File: src/rtl/gsel_pkg.sv
`timescale 1ns/1ps
// Shared types for the grouped AND-OR selector.
package gsel_pkg;

   // Per-group reduction status, carried from the group reducers to the picker.
   typedef struct packed {
      logic hit;    // at least one member enable active
      logic multi;  // two or more member enables active
   } grp_stat_t;

endpackage

File: src/rtl/gsel_group_reduce.sv
`timescale 1ns/1ps
// One group: masked-data OR over member sources plus a same-group
// multiple-hot detector. No ordering between members.
module gsel_group_reduce #(
   parameter int unsigned          DATA_W      = 64,
   parameter int unsigned          NUM_SRC     = 6,
   parameter logic [NUM_SRC-1:0]   MEMBER_MASK = '1
) (
   input  logic [NUM_SRC-1:0]        src_en,
   input  logic [NUM_SRC*DATA_W-1:0] src_data,
   output gsel_pkg::grp_stat_t       stat,
   output logic [DATA_W-1:0]         value
);

   localparam int unsigned MEMBER_CNT = $countones(MEMBER_MASK);

   logic [NUM_SRC-1:0] live_en;
   assign live_en = src_en & MEMBER_MASK;

   // Masked data words of members, zero for non-members.
   logic [DATA_W-1:0] masked [NUM_SRC];

   for (genvar s = 0; s < NUM_SRC; s++) begin : g_mask
      if (MEMBER_MASK[s]) begin : g_member
         assign masked[s] = src_data[s*DATA_W +: DATA_W] & {DATA_W{src_en[s]}};
      end else begin : g_other
         assign masked[s] = '0;
      end
   end

   // Flat OR of all masked words (sum of products).
   always_comb begin
      value = '0;
      for (int s = 0; s < NUM_SRC; s++) begin
         value = value | masked[s];
      end
   end

   assign stat.hit = |live_en;

   // Multiple-hot detection: a single-member group can never be multi-hot.
   if (MEMBER_CNT < 2) begin : g_single
      assign stat.multi = 1'b0;
   end else begin : g_multi
      logic seen, dbl;
      always_comb begin
         seen = 1'b0;
         dbl  = 1'b0;
         for (int s = 0; s < NUM_SRC; s++) begin
            dbl  = dbl  | (seen & live_en[s]);
            seen = seen | live_en[s];
         end
      end
      assign stat.multi = dbl;
   end

endmodule

File: src/rtl/gsel_prio_pick.sv
`timescale 1ns/1ps
// Strict priority between groups: lowest group index with a hit wins.
module gsel_prio_pick #(
   parameter int unsigned DATA_W  = 64,
   parameter int unsigned NUM_GRP = 2
) (
   input  gsel_pkg::grp_stat_t        stat  [NUM_GRP],
   input  logic [NUM_GRP*DATA_W-1:0]  value,
   output logic                       load,
   output logic [DATA_W-1:0]          next_val
);

   always_comb begin
      load     = 1'b0;
      next_val = '0;
      for (int g = NUM_GRP - 1; g >= 0; g--) begin
         if (stat[g].hit) begin
            load     = 1'b1;
            next_val = value[g*DATA_W +: DATA_W];
         end
      end
   end

endmodule

File: src/rtl/gsel_viol_track.sv
`timescale 1ns/1ps
// Registers the per-group multiple-hot flags into a pulse and a sticky flag.
module gsel_viol_track #(
   parameter int unsigned NUM_GRP = 2
) (
   input  logic               clk,
   input  logic               rst,
   input  logic [NUM_GRP-1:0] grp_multi,
   output logic               viol_pulse,
   output logic               viol_sticky
);

   logic any_multi;
   assign any_multi = |grp_multi;

   always_ff @(posedge clk or posedge rst) begin
      if (rst) begin
         viol_pulse  <= 1'b0;
         viol_sticky <= 1'b0;
      end else begin
         viol_pulse  <= any_multi;
         viol_sticky <= viol_sticky | any_multi;
      end
   end

endmodule

File: src/rtl/grp_andor_sel.sv
`timescale 1ns/1ps
// Grouped one-hot AND-OR bus selector, top level.
module grp_andor_sel #(
   parameter int unsigned                  DATA_W  = 64,
   parameter int unsigned                  NUM_SRC = 6,
   parameter int unsigned                  NUM_GRP = 2,
   parameter int unsigned                  GIDX_W  = 4,
   parameter logic [NUM_SRC*GIDX_W-1:0]    SRC_GRP = {4'd1, 4'd1, 4'd1, 4'd0, 4'd0, 4'd0}
) (
   input  logic                        clk,
   input  logic                        rst,
   input  logic [NUM_SRC-1:0]          src_en,
   input  logic [NUM_SRC*DATA_W-1:0]   src_data,
   output logic [DATA_W-1:0]           bus_q,
   output logic                        viol_pulse,
   output logic                        viol_sticky
);

   localparam int unsigned VAL_W = NUM_GRP * DATA_W;

   function automatic int unsigned grp_at(input int unsigned s);
      return int'(SRC_GRP[s*GIDX_W +: GIDX_W]);
   endfunction

   function automatic logic [NUM_SRC-1:0] mask_of(input int unsigned g);
      logic [NUM_SRC-1:0] m;
      m = '0;
      for (int unsigned s = 0; s < NUM_SRC; s++) begin
         m[s] = (grp_at(s) == g);
      end
      return m;
   endfunction

   // ---------------- elaboration-time parameter checks ----------------
   if (DATA_W < 1 || NUM_SRC < 1 || NUM_GRP < 1) begin : g_bad_size
      $error("grp_andor_sel: DATA_W, NUM_SRC and NUM_GRP must be at least 1");
   end
   if (NUM_GRP > (1 << GIDX_W)) begin : g_bad_idx_w
      $error("grp_andor_sel: GIDX_W too narrow for NUM_GRP");
   end
   for (genvar s = 0; s < NUM_SRC; s++) begin : g_map_chk
      if (grp_at(s) >= NUM_GRP) begin : g_range
         $error("grp_andor_sel: source group index out of range");
      end
      if (s > 0) begin : g_order
         if (grp_at(s) < grp_at(s - 1)) begin : g_desc
            $error("grp_andor_sel: sources must be numbered in ascending group order");
         end
      end
   end
   for (genvar g = 0; g < NUM_GRP; g++) begin : g_fill_chk
      if (mask_of(g) == '0) begin : g_empty
         $error("grp_andor_sel: every group needs at least one source");
      end
   end

   // ---------------- per-group reduction ----------------
   gsel_pkg::grp_stat_t       stat [NUM_GRP];
   logic [VAL_W-1:0]          grp_val;
   logic [NUM_GRP-1:0]        grp_multi;

   for (genvar g = 0; g < NUM_GRP; g++) begin : g_grp
      gsel_group_reduce #(
         .DATA_W      (DATA_W),
         .NUM_SRC     (NUM_SRC),
         .MEMBER_MASK (mask_of(g))
      ) i_reduce (
         .src_en   (src_en),
         .src_data (src_data),
         .stat     (stat[g]),
         .value    (grp_val[g*DATA_W +: DATA_W])
      );
      assign grp_multi[g] = stat[g].multi;
   end

   // ---------------- group priority ----------------
   logic              load;
   logic [DATA_W-1:0] next_val;

   gsel_prio_pick #(
      .DATA_W  (DATA_W),
      .NUM_GRP (NUM_GRP)
   ) i_pick (
      .stat     (stat),
      .value    (grp_val),
      .load     (load),
      .next_val (next_val)
   );

   // ---------------- output register ----------------
   always_ff @(posedge clk or posedge rst) begin
      if (rst) begin
         bus_q <= '0;
      end else if (load) begin
         bus_q <= next_val;
      end
   end

   // ---------------- violation reporting ----------------
   gsel_viol_track #(
      .NUM_GRP (NUM_GRP)
   ) i_viol (
      .clk         (clk),
      .rst         (rst),
      .grp_multi   (grp_multi),
      .viol_pulse  (viol_pulse),
      .viol_sticky (viol_sticky)
   );

endmodule

File: config.mk
export PLATFORM = sky130hd
export DESIGN_NAME = grp_andor_sel
export DESIGN_NICKNAME = d
export VERILOG_FILES = /design/src/rtl/gsel_pkg.sv /design/src/rtl/gsel_group_reduce.sv /design/src/rtl/gsel_prio_pick.sv /design/src/rtl/gsel_viol_track.sv /design/src/rtl/grp_andor_sel.sv
export SDC_FILE = /design/constraint.sdc
export NUM_CORES = 1
export LEC_CHECK = 0
export ABC_CLOCK_PERIOD_IN_PS = 5100
export BUFFER_PORTS_ARGS = -buffer_cell sky130_fd_sc_hd__buf_2
export CAP_MARGIN = 20
export CORE_AREA = 3 3 179 181
export CTS_BUF_LIST = sky130_fd_sc_hd__clkbuf_8 sky130_fd_sc_hd__clkbuf_16
export CTS_CLUSTER_DIAMETER = 50
export DETAILED_ROUTE_END_ITERATION = 8
export DIE_AREA = 0 0 182 184
export PLACE_DENSITY = 0.38
export SLEW_MARGIN = 10
export SYNTH_ARGS = -nofsm -noshare
export SYNTH_HDL_FRONTEND = slang
export SYNTH_SLANG_ARGS = --single-unit
File: constraint.sdc
create_clock -name clk -period 5.1 [get_ports clk]
set_input_delay 1.02 -clock clk [delete_from_list [all_inputs] [get_ports clk]]
set_output_delay 1.02 -clock clk [all_outputs]
set_load 0.02 [all_outputs]
==> flow_metrics.env, run 1 <==
export IMPL_crit_fanout=40
export IMPL_fin_crit_ns=2.93
export IMPL_p_leak_nw=3.36
export IMPL_cts_tree="done"
export IMPL_fin_hold_ws_ns=0.464
export IMPL_fp_dieW_um=182
export IMPL_drv_cap=0
export IMPL_synth_top_area_cell="dfrtp_1"
export IMPL_grt_max_degree=66
export IMPL_timing_final_crit_share_pct=57.4
export IMPL_yosysSeqAreaShare_pct=39.0
export IMPL_setup_violations=0
export IMPL_power_total_w=0.00175
export IMPL_synth_edf_count=0
export IMPL_worst_slew_pin_slew_ns=0.922
export IMPL_drtAntennaViolNets=0
export IMPL_postCtsSetupRepairBufs=0
export IMPL_synth_cell_type_count=16
export IMPL_worstPathArrival_ns=3.16
export IMPL_slew_limit_headroom_pct=38.3
export IMPL_final_layout_size_suffix_gt1_share_pct=57.9
export IMPL_root_buffer="clkbuf_16"
export IMPL_clock_skew_final_ns=0
export IMPL_cts_made_buffers=9
export IMPL_synth_top_flop_cell="dfrtp_1"
export IMPL_synth_top_cell_area_share_pct=39.0
export IMPL_initial_core_util_pct=13.9
export IMPL_drc=0
export IMPL_grt_usage_pct=14.9
export IMPL_vias=6135
export IMPL_drt_vias_per_instance=4.94
export IMPL_synthToLayoutAreaGrowth_pct=69.6
export IMPL_ir_drop_v=0.000139
export IMPL_max_clock_freq_ghz=0.342
export IMPL_rows=64
export IMPL_ctsResizeCount=0
export IMPL_cts_clk_slew_worst_paths_ns=0.06
export IMPL_synthCells=423
export IMPL_synthesis_nets=815
export IMPL_final_max_slew_viol_count=0
export IMPL_fillCellCount=3414
export IMPL_portBuffers=457
export IMPL_synthTopCellsByArea="dfrtp_1, a222oi_1, nand3_1"
export IMPL_worst_hold_path_type="flip-flop to flip-flop"
export IMPL_final_setup_tns_ns=0
export IMPL_clkSinkCount=66
export IMPL_htreeDepth=3
export IMPL_rsz0062_at_grt="false"
export IMPL_fp_dieH_um=184
export IMPL_path_class="primary input to flip-flop"
export IMPL_final_nets=1232
export IMPL_required_ns=5.33
export IMPL_initialDrtViolationCount=651
export IMPL_die_area_um2=33500
export IMPL_antenna_found_initial=1
export IMPL_worstSkewPairLatency_ns=0.33
export IMPL_grt_pass1_wl_um=37600
export IMPL_grt_pass1_vias=6004
export IMPL_outcome="complete, no violations"
export IMPL_dr_pass1_iters=8
export IMPL_core_um2=30600
export IMPL_ctsHoldBuffers=0
export IMPL_clk_path_buf_depth=2
export IMPL_start_kind="primary input"
export IMPL_grt_ovfl_total=0
export IMPL_synth_common_cells="a222oi_1, dfrtp_1, nand3_1, o211ai_1, clkbuf_1"
export IMPL_yosys_warnings=0
export IMPL_synth_most_common_cell="a222oi_1"
export IMPL_ys_ff_latch=66
export IMPL_place_congestion=0.754
export IMPL_avgRoutedWirePerCell_um=21.9
export IMPL_num_io_pins=458
export IMPL_syn_avg_cell_area_um2=10.0
export IMPL_dp_hpwl_um=19800
export IMPL_syn_cell_area_um2=4240
export IMPL_p_per_area_nw_per_um2=244
export IMPL_worstSetupEndpointType="flip-flop"
export IMPL_wl_um=27100
export IMPL_hold_viol=0
export IMPL_synthArstFlopShare_pct=100
-- sequential cells by signal, indices dropped and copies added (netlist names) --
register / cells
bus_q: 64
i_viol.viol_pulse: 1
i_viol.viol_sticky: 1
-- layer usage --
metal,vias up,track usage [%],wire (µm)
li1,2763,-,-
met1,3018,16.8,10200
met2,326,27.9,14500
met3,26,3.26,1970
met4,2,4.33,441
met5,-,0,14
-- report_power, final --
group          switching, W  leakage (nW)  internal, W
clock              0.000240         0.144     0.000373
sequential        0.0000278         0.729     0.000575
combinational      0.000301          2.49     0.000235
-- critical path: stages --
cell      delay [ns]
buf_2           0.60
or3_1           0.20
buf_4           0.31
nand2_2         0.58
o211ai_1        0.40
-- path summary, 6_finish.rpt --
| check | startpoint | end | slack (ns) | cells past startpoint |
|---|---|---|---|---|
| min | i_viol.viol_sticky | i_viol.viol_sticky | 0.46 | 1 |
| max | src_en[5] | bus_q[63] | 2.17 | 5 |
| max in group asynchronous | rst | bus_q[20] | 3.45 | 3 |
| min in group asynchronous | rst | bus_q[12] | 0.68 | 2 |
| max reg2reg | bus_q[42] | bus_q[42] | 4.33 | 2 |
| min reg2reg | i_viol.viol_sticky | i_viol.viol_sticky | 0.46 | 1 |
-- cell type report --
class                      count  area (µm²)  share of cell area [%]
multi-input combinational    291        2320                    32.2
sequential                    66        1650                    23.0
clock buffer                   9         225                    3.13
tap                          396         495                    6.90
antenna                        1        2.50                  0.0348
inverter                       1        5.00                  0.0697
clock inverter                 7        62.6                   0.871
timing repair buffer         471        2430                    33.8
-- placed cells by master (no fill, tap or decap) --
cell type / n
clkinvlp_4: 2
nand2_1: 25
buf_16: 1
nand2_2: 1
a22oi_1: 1
inv_1: 2
or3_1: 2
or2_1: 1
buf_8: 2
clkinv_2: 3
buf_2: 457
nand3_1: 65
o211a_1: 24
a222oi_1: 128
diode_2: 1
o21ai_0: 2
dfrtp_1: 66
bufinv_16: 1
o211ai_1: 40
clkbuf_16: 9
buf_4: 11
nor3_4: 2
-- metrics by stage --
step                utilization [%]  setup slack, ns  instance area [µm²]  std cells
detailed placement             22.4            0.894                 6840       1222
CTS                            23.3             1.26                 7130       1238
global placement               22.4             1.06                 6840       1222
global route                   23.5             1.97                 7180       1241
floorplan                         -             2.43                 4240        423
finish                         23.5             2.17                 7190       1242
-- cell families (layout without fill, tap and decap cells) --
group                  Yosys count  in the layout  synth area share, %
AOI/OAI and AO/OA              195            195                 43.4
buffers and inverters           66            488                 6.73
DFF                             66             66                 39.0
other                            0              1                    0
and+or+nand+nor                 96             96                 10.9
Note: power is estimated with default switching activity, not from simulation.
==> run 2: changes to the inputs <==
Settings changed: ABC_CLOCK_PERIOD_IN_PS 5100 to 2480, PLACE_DENSITY 0.38 to 0.39.
Clock period 5.1 ns to 2.48 ns, I/O delays scaled along.
==> run 2 against run 1 <==
Net effect:
- clock-buffer cell count is 1 higher
- flip-flop and latch count did not move
- via count fell by 0.21%
- clock power rose by 110%
- worst setup slack got worse by 1.4 ns
- register-to-register slack got worse by 2.6 ns
- global-route usage barely moved
==> flow_metrics.env, run 2 (synthesis gave the netlist of run 1 again) <==
export IMPL_path_class="primary input to flip-flop"
export IMPL_fin_crit_ns=1.68
export IMPL_dr_wl_met2_um=14000
export IMPL_postCtsSetupRepairBufs=0
export IMPL_clkSinkCount=66
export IMPL_cts_made_buffers=9
export IMPL_cts_clk_slew_worst_paths_ns=0.06
export IMPL_register_area_um2=1650
export IMPL_required_ns=2.75
export IMPL_drtAntennaViolNets=0
export IMPL_multiInputGateArea_um2=2320
export IMPL_htreeDepth=3
export IMPL_p_leak_nw=3.41
export IMPL_worst_slew_pin_slew_ns=0.593
export IMPL_grt_usage_pct=14.9
export IMPL_final_common_cell="buf_2"
export IMPL_dr_max_layer_used="met5"
export IMPL_antenna_found_initial=2
export IMPL_fp_dieW_um=182
export IMPL_grt_pass1_wl_um=38100
export IMPL_fp_dieH_um=184
export IMPL_max_clock_freq_ghz=0.596
export IMPL_die_area_um2=33500
export IMPL_dr_pass1_iters=8
export IMPL_r2r_start="bus_q[20]"
export IMPL_grt_ovfl_total=0
export IMPL_final_layout_size_suffix_gt1_share_pct=58.2
export IMPL_vias=6122
export IMPL_rsz0062_at_grt="false"
export IMPL_rows=64
export IMPL_slew_limit_headroom_pct=60.5
export IMPL_num_io_pins=458
export IMPL_largest_reg_flops=64
export IMPL_ctsResizeCount=0
export IMPL_ctsHoldBuffers=0
export IMPL_ir_drop_v=0.000271
export IMPL_clk_path_buf_depth=2
export IMPL_grt_max_degree=67
export IMPL_dp_hpwl_um=20600
export IMPL_final_nets=1240
export IMPL_clock_skew_final_ns=0
export IMPL_r2r_end="bus_q[20]"
export IMPL_drt_vias_per_instance=4.91
export IMPL_reg_top3="bus_q x64, i_viol.viol_pulse x1, i_viol.viol_sticky x1"
export IMPL_synthToLayoutAreaGrowth_pct=71.2
export IMPL_reg2regPathDepth=1
export IMPL_initial_core_util_pct=13.9
export IMPL_p_per_area_nw_per_um2=499
export IMPL_setup_violations=0
export IMPL_grt_pass1_vias=6208
export IMPL_fillCellCount=3433
export IMPL_worst_hold_path_type="primary input to asynchronous set/reset pin"
export IMPL_worstSetupEndpointType="flip-flop"
export IMPL_outcome="complete, no violations"
export IMPL_portBuffers=457
export IMPL_fin_cells=1248
export IMPL_start_kind="primary input"
export IMPL_wl_met3_um=1890
export IMPL_worstPathArrival_ns=1.95
export IMPL_drc=0
export IMPL_r2r_slack_ns=1.75
export IMPL_place_congestion=0.758
export IMPL_wl_met1_um=10700
export IMPL_initialDrtViolationCount=656
export IMPL_final_setup_tns_ns=0
export IMPL_final_cell_mix="buf_2, a222oi_1, dfrtp_1"
export IMPL_wl_um=26900
export IMPL_regMostFlops="bus_q"
export IMPL_root_buffer="clkbuf_16"
export IMPL_timing_final_crit_share_pct=67.7
export IMPL_avgRoutedWirePerCell_um=21.6
export IMPL_post_place_cells=1233
export IMPL_final_max_slew_viol_count=0
export IMPL_core_um2=30600
export IMPL_cts_tree="done"
export IMPL_n_antenna_cell=0
export IMPL_drv_cap=0
export IMPL_hold_viol=0
export IMPL_worstSkewPairLatency_ns=0.33
export IMPL_crit_fanout=36
[run 2: where the power goes]
group	internal (W)	total, W	switching, W
Combinational	0.000496	0.00111	0.000617
Clock	0.000789	0.00127	0.000481
Sequential	0.00118	0.00124	0.0000578
Total	0.00247	0.00362	0.00116
[run 2: worst max-delay path by stage]
stage	startpoint	to	slack, ns	depth (start not counted)
after floorplan	rst	bus_q[0]	0.33	1
after global placement	src_en[3]	bus_q[62]	0.39	5
after detailed placement	src_en[5]	bus_q[47]	0.41	6
after CTS	src_en[3]	bus_q[62]	0.77	5
after global routing	src_en[5]	bus_q[20]	0.69	6
final	src_en[5]	bus_q[47]	0.80	6
[run 2: final cells by class]
cell class | count | area share, %
clock inverters | 5 | 0.655
repair buffers | 479 | 34.5
inverters | 1 | 0.0690
flip-flops and latches | 66 | 22.8
multi-input cells | 291 | 31.9
clock buffers | 10 | 3.29
well taps | 396 | 6.83
[run 2: stage by stage]
stage          setup slack (ns)  hold slack [ns]  instance area, µm²  util (%)  total power (W)
6_report                  0.801            0.162                7260      23.7          0.00362
5_1_grt                   0.692            0.191                7260      23.7          0.00387
4_1_cts                   0.766            0.169                7260      23.7          0.00373
3_5_place_dp              0.411            0.463                6970      22.8          0.00239
3_3_place_gp              0.392            0.448                6970      22.8          0.00240
2_1_floorplan             0.329            0.582                4240         -          0.00176
[run 2: per-layer routing]
layer / GRT usage [%] / up-vias
li1: - / 2782
met1: 17.8 / 2978
met2: 27.3 / 338
met3: 3.15 / 22
met4: 3.32 / 2
met5: 0 / -
[run 2: worst max-delay path: stages]
cell and delay (ns):
buf_2 0.47, buf_12 0.29, nor3_4 0.06, nand2_1 0.11
buf_4 0.30, o211a_1 0.18
==> run 3: changes to the inputs <==
Settings changed: ABC_AREA set to 1, ABC_CLOCK_PERIOD_IN_PS 2480 to 1500, CORE_AREA 3 3 179 181 to 3 3 177 179, DIE_AREA 0 0 182 184 to 0 0 180 182, PLACE_DENSITY 0.39 to 0.43.
Clock period 2.48 ns to 1.5 ns, I/O delays scaled along.
==> run 3 against run 2 <==
Net effect:
- area after synthesis increased by 18%
- sequential power increased by 65%
- first-iteration DRC count decreased by 56%
- combinational power increased by 76%
- via count increased by 18%
- power increased by 71%
- highest routed layer unchanged
- clock skew unchanged
- worst setup slack got worse by 0.53 ns
==> flow_metrics.env, run 3 <==
export IMPL_drc=0
export IMPL_grt_pass1_vias=7342
export IMPL_setup_violations=0
export IMPL_grt_pass1_wl_um=41300
export IMPL_regMostFlops="bus_q"
export IMPL_critPathTopFamily="flip-flops"
export IMPL_synth_cell_type_count=13
export IMPL_final_layout_size_suffix_gt1_share_pct=39.4
export IMPL_clock_skew_final_ns=0
export IMPL_worst_slew_pin_slew_ns=0.408
export IMPL_p_sw_w=0.00207
export IMPL_rows=63
export IMPL_fp_dieH_um=182
export IMPL_postCtsSetupRepairBufs=0
export IMPL_path_class="flip-flop to primary output"
export IMPL_final_setup_tns_ns=0
export IMPL_r2r_end="bus_q[48]"
export IMPL_yosysSeqAreaShare_pct=33.0
export IMPL_combinationalPowerShare_pct=31.4
export IMPL_synth_edf_count=0
export IMPL_reg_top3="bus_q x64, i_viol.viol_pulse x1, i_viol.viol_sticky x1"
export IMPL_worstSkewPairLatency_ns=0.33
export IMPL_worstPathCellList="buf_2"
export IMPL_syn_cell_area_um2=5000
export IMPL_cts_tree="done"
export IMPL_max_stage_delay_ns=0.42
export IMPL_grt_usage_pct=16.1
export IMPL_path_buf_inv=1
export IMPL_timing_final_crit_share_pct=82.2
export IMPL_final_max_slew_viol_count=0
export IMPL_p_per_area_nw_per_um2=761
export IMPL_synthToLayoutAreaGrowth_pct=63.1
export IMPL_clkSinkCount=66
export IMPL_num_io_pins=458
export IMPL_rsz0062_at_grt="false"
export IMPL_hold_viol=0
export IMPL_reg2regPathDepth=2
export IMPL_grt_max_degree=67
export IMPL_yosys_warnings=0
export IMPL_dp_hpwl_um=22300
export IMPL_initial_core_util_pct=16.8
export IMPL_synth_top_cell_area_share_pct=34.0
export IMPL_synthCells=849
export IMPL_place_congestion=0.845
export IMPL_synth_top_area_cell="nand2_1"
export IMPL_die_area_um2=32800
export IMPL_root_buffer="clkbuf_16"
export IMPL_vias=7201
export IMPL_fin_cells=1684
export IMPL_ctsHoldBuffers=0
export IMPL_dr_pass1_iters=4
export IMPL_avgRoutedWirePerCell_um=16.4
export IMPL_synth_most_common_cell="nand2_1"
export IMPL_worst_hold_path_type="primary input to asynchronous set/reset pin"
export IMPL_drt_vias_per_instance=4.28
export IMPL_ctsResizeCount=0
export IMPL_swShare_pct=33.3
export IMPL_pwr_share_seq_pct=32.9
export IMPL_syn_avg_cell_area_um2=5.89
export IMPL_wl_um=27600
export IMPL_slew_limit_headroom_pct=72.8
export IMPL_portBuffers=457
export IMPL_largest_reg_flops=64
export IMPL_drtAntennaViolNets=0
export IMPL_grt_ovfl_total=0
export IMPL_r2r_slack_ns=0.81
export IMPL_crit_fanout=2
export IMPL_ir_drop_v=0.000467
export IMPL_outcome="complete, no violations"
export IMPL_p_leak_nw=4.43
export IMPL_htreeDepth=3
export IMPL_cts_made_buffers=9
export IMPL_p_int_w=0.00414
export IMPL_worstSetupEndpointType="primary output"
export IMPL_synth_common_cells="nand2_1, nand3_1, dfrtp_1, a21oi_1, buf_2"
export IMPL_required_ns=1.20
export IMPL_antenna_found_initial=2
export IMPL_ys_ff_latch=66
export IMPL_drv_cap=0
export IMPL_cts_clk_slew_worst_paths_ns=0.06
export IMPL_worstPathArrival_ns=0.93
export IMPL_synthesis_nets=1241
export IMPL_fin_crit_ns=1.23
export IMPL_clk_path_buf_depth=2
export IMPL_synth_top_flop_cell="dfrtp_1"
export IMPL_cp_slowest_cell="dfrtp_1"
export IMPL_r2r_start="bus_q[48]"
export IMPL_clockPowerShare_pct=35.7
export IMPL_fp_dieW_um=180
export IMPL_synthArstFlopShare_pct=100
export IMPL_max_clock_freq_ghz=0.811
export IMPL_post_place_cells=1667
export IMPL_final_nets=1680
export IMPL_start_kind="flip-flop"
export IMPL_final_common_cell="buf_2"
export IMPL_initialDrtViolationCount=289
export IMPL_final_cell_mix="buf_2, nand2_1, nand3_1"
export IMPL_core_um2=29700
export IMPL_synthTopCellsByArea="nand2_1, dfrtp_1, nand3_1"
run 3: cell families (layout without fill, tap and decap cells):
kind of cell | count (synthesis) | count (layout) | share of synthesized area, %
buffers and inverters | 69 | 513 | 6.75
other | 0 | 1 | 0
AO/OA/AOI/OAI | 65 | 65 | 6.50
AND/OR/NAND/NOR | 649 | 649 | 53.7
flip-flops | 66 | 66 | 33.0
run 3: per-layer routing:
layer  vias up  routed length [µm]  track usage (%)
li1       3634                   -                -
met1      3239               10800             18.0
met2       291               14400             30.1
met3        35                1680             3.63
met4         2                 701             5.17
met5         -                   7                0
run 3: worst max path at each step:
stage                     cells after the start        end       from
after floorplan                               7  bus_q[11]  src_en[0]
after global placement                        8  bus_q[63]  src_en[0]
after detailed placement                      7  bus_q[60]  src_en[0]
after CTS                                     1  bus_q[48]  bus_q[48]
after global routing                          1  bus_q[48]  bus_q[48]
final                                         1  bus_q[48]  bus_q[48]
run 3: power by group through the flow:
stage                     logic, W  clock network [W]  registers, W
after detailed placement   0.00199                  0       0.00207
after CTS                  0.00199            0.00234       0.00204
after floorplan           0.000717                  0       0.00228
after global placement     0.00199                  0       0.00207
after global routing       0.00217            0.00240       0.00206
final                      0.00195            0.00222       0.00204
run 3: final cells by class:
class | instances | area, µm²
Fill cell | 3425 | 21600
Timing Repair Buffer | 490 | 2660
Inverter | 7 | 30.0
Clock buffer | 11 | 253
Sequential cell | 66 | 1650
Tap cell | 390 | 488
Multi-Input combinational cell | 714 | 3020
Clock inverter | 5 | 53.8
Antenna cell | 1 | 2.50
run 3: metrics by stage:
step / setup WS [ns] / total power (W) / util (%) / instance area, µm² / hold WS [ns]
6_report: 0.267 / 0.00621 / 27.5 / 8160 / 0.0558
5_1_grt: 0.207 / 0.00663 / 27.4 / 8160 / 0.0779
4_1_cts: 0.226 / 0.00637 / 27.4 / 8160 / 0.0629
3_5_place_dp: 0.150 / 0.00406 / 26.4 / 7850 / 0.438
3_3_place_gp: 0.170 / 0.00406 / 26.4 / 7850 / 0.439
2_1_floorplan: 0.476 / 0.00299 / - / 5010 / 0.441
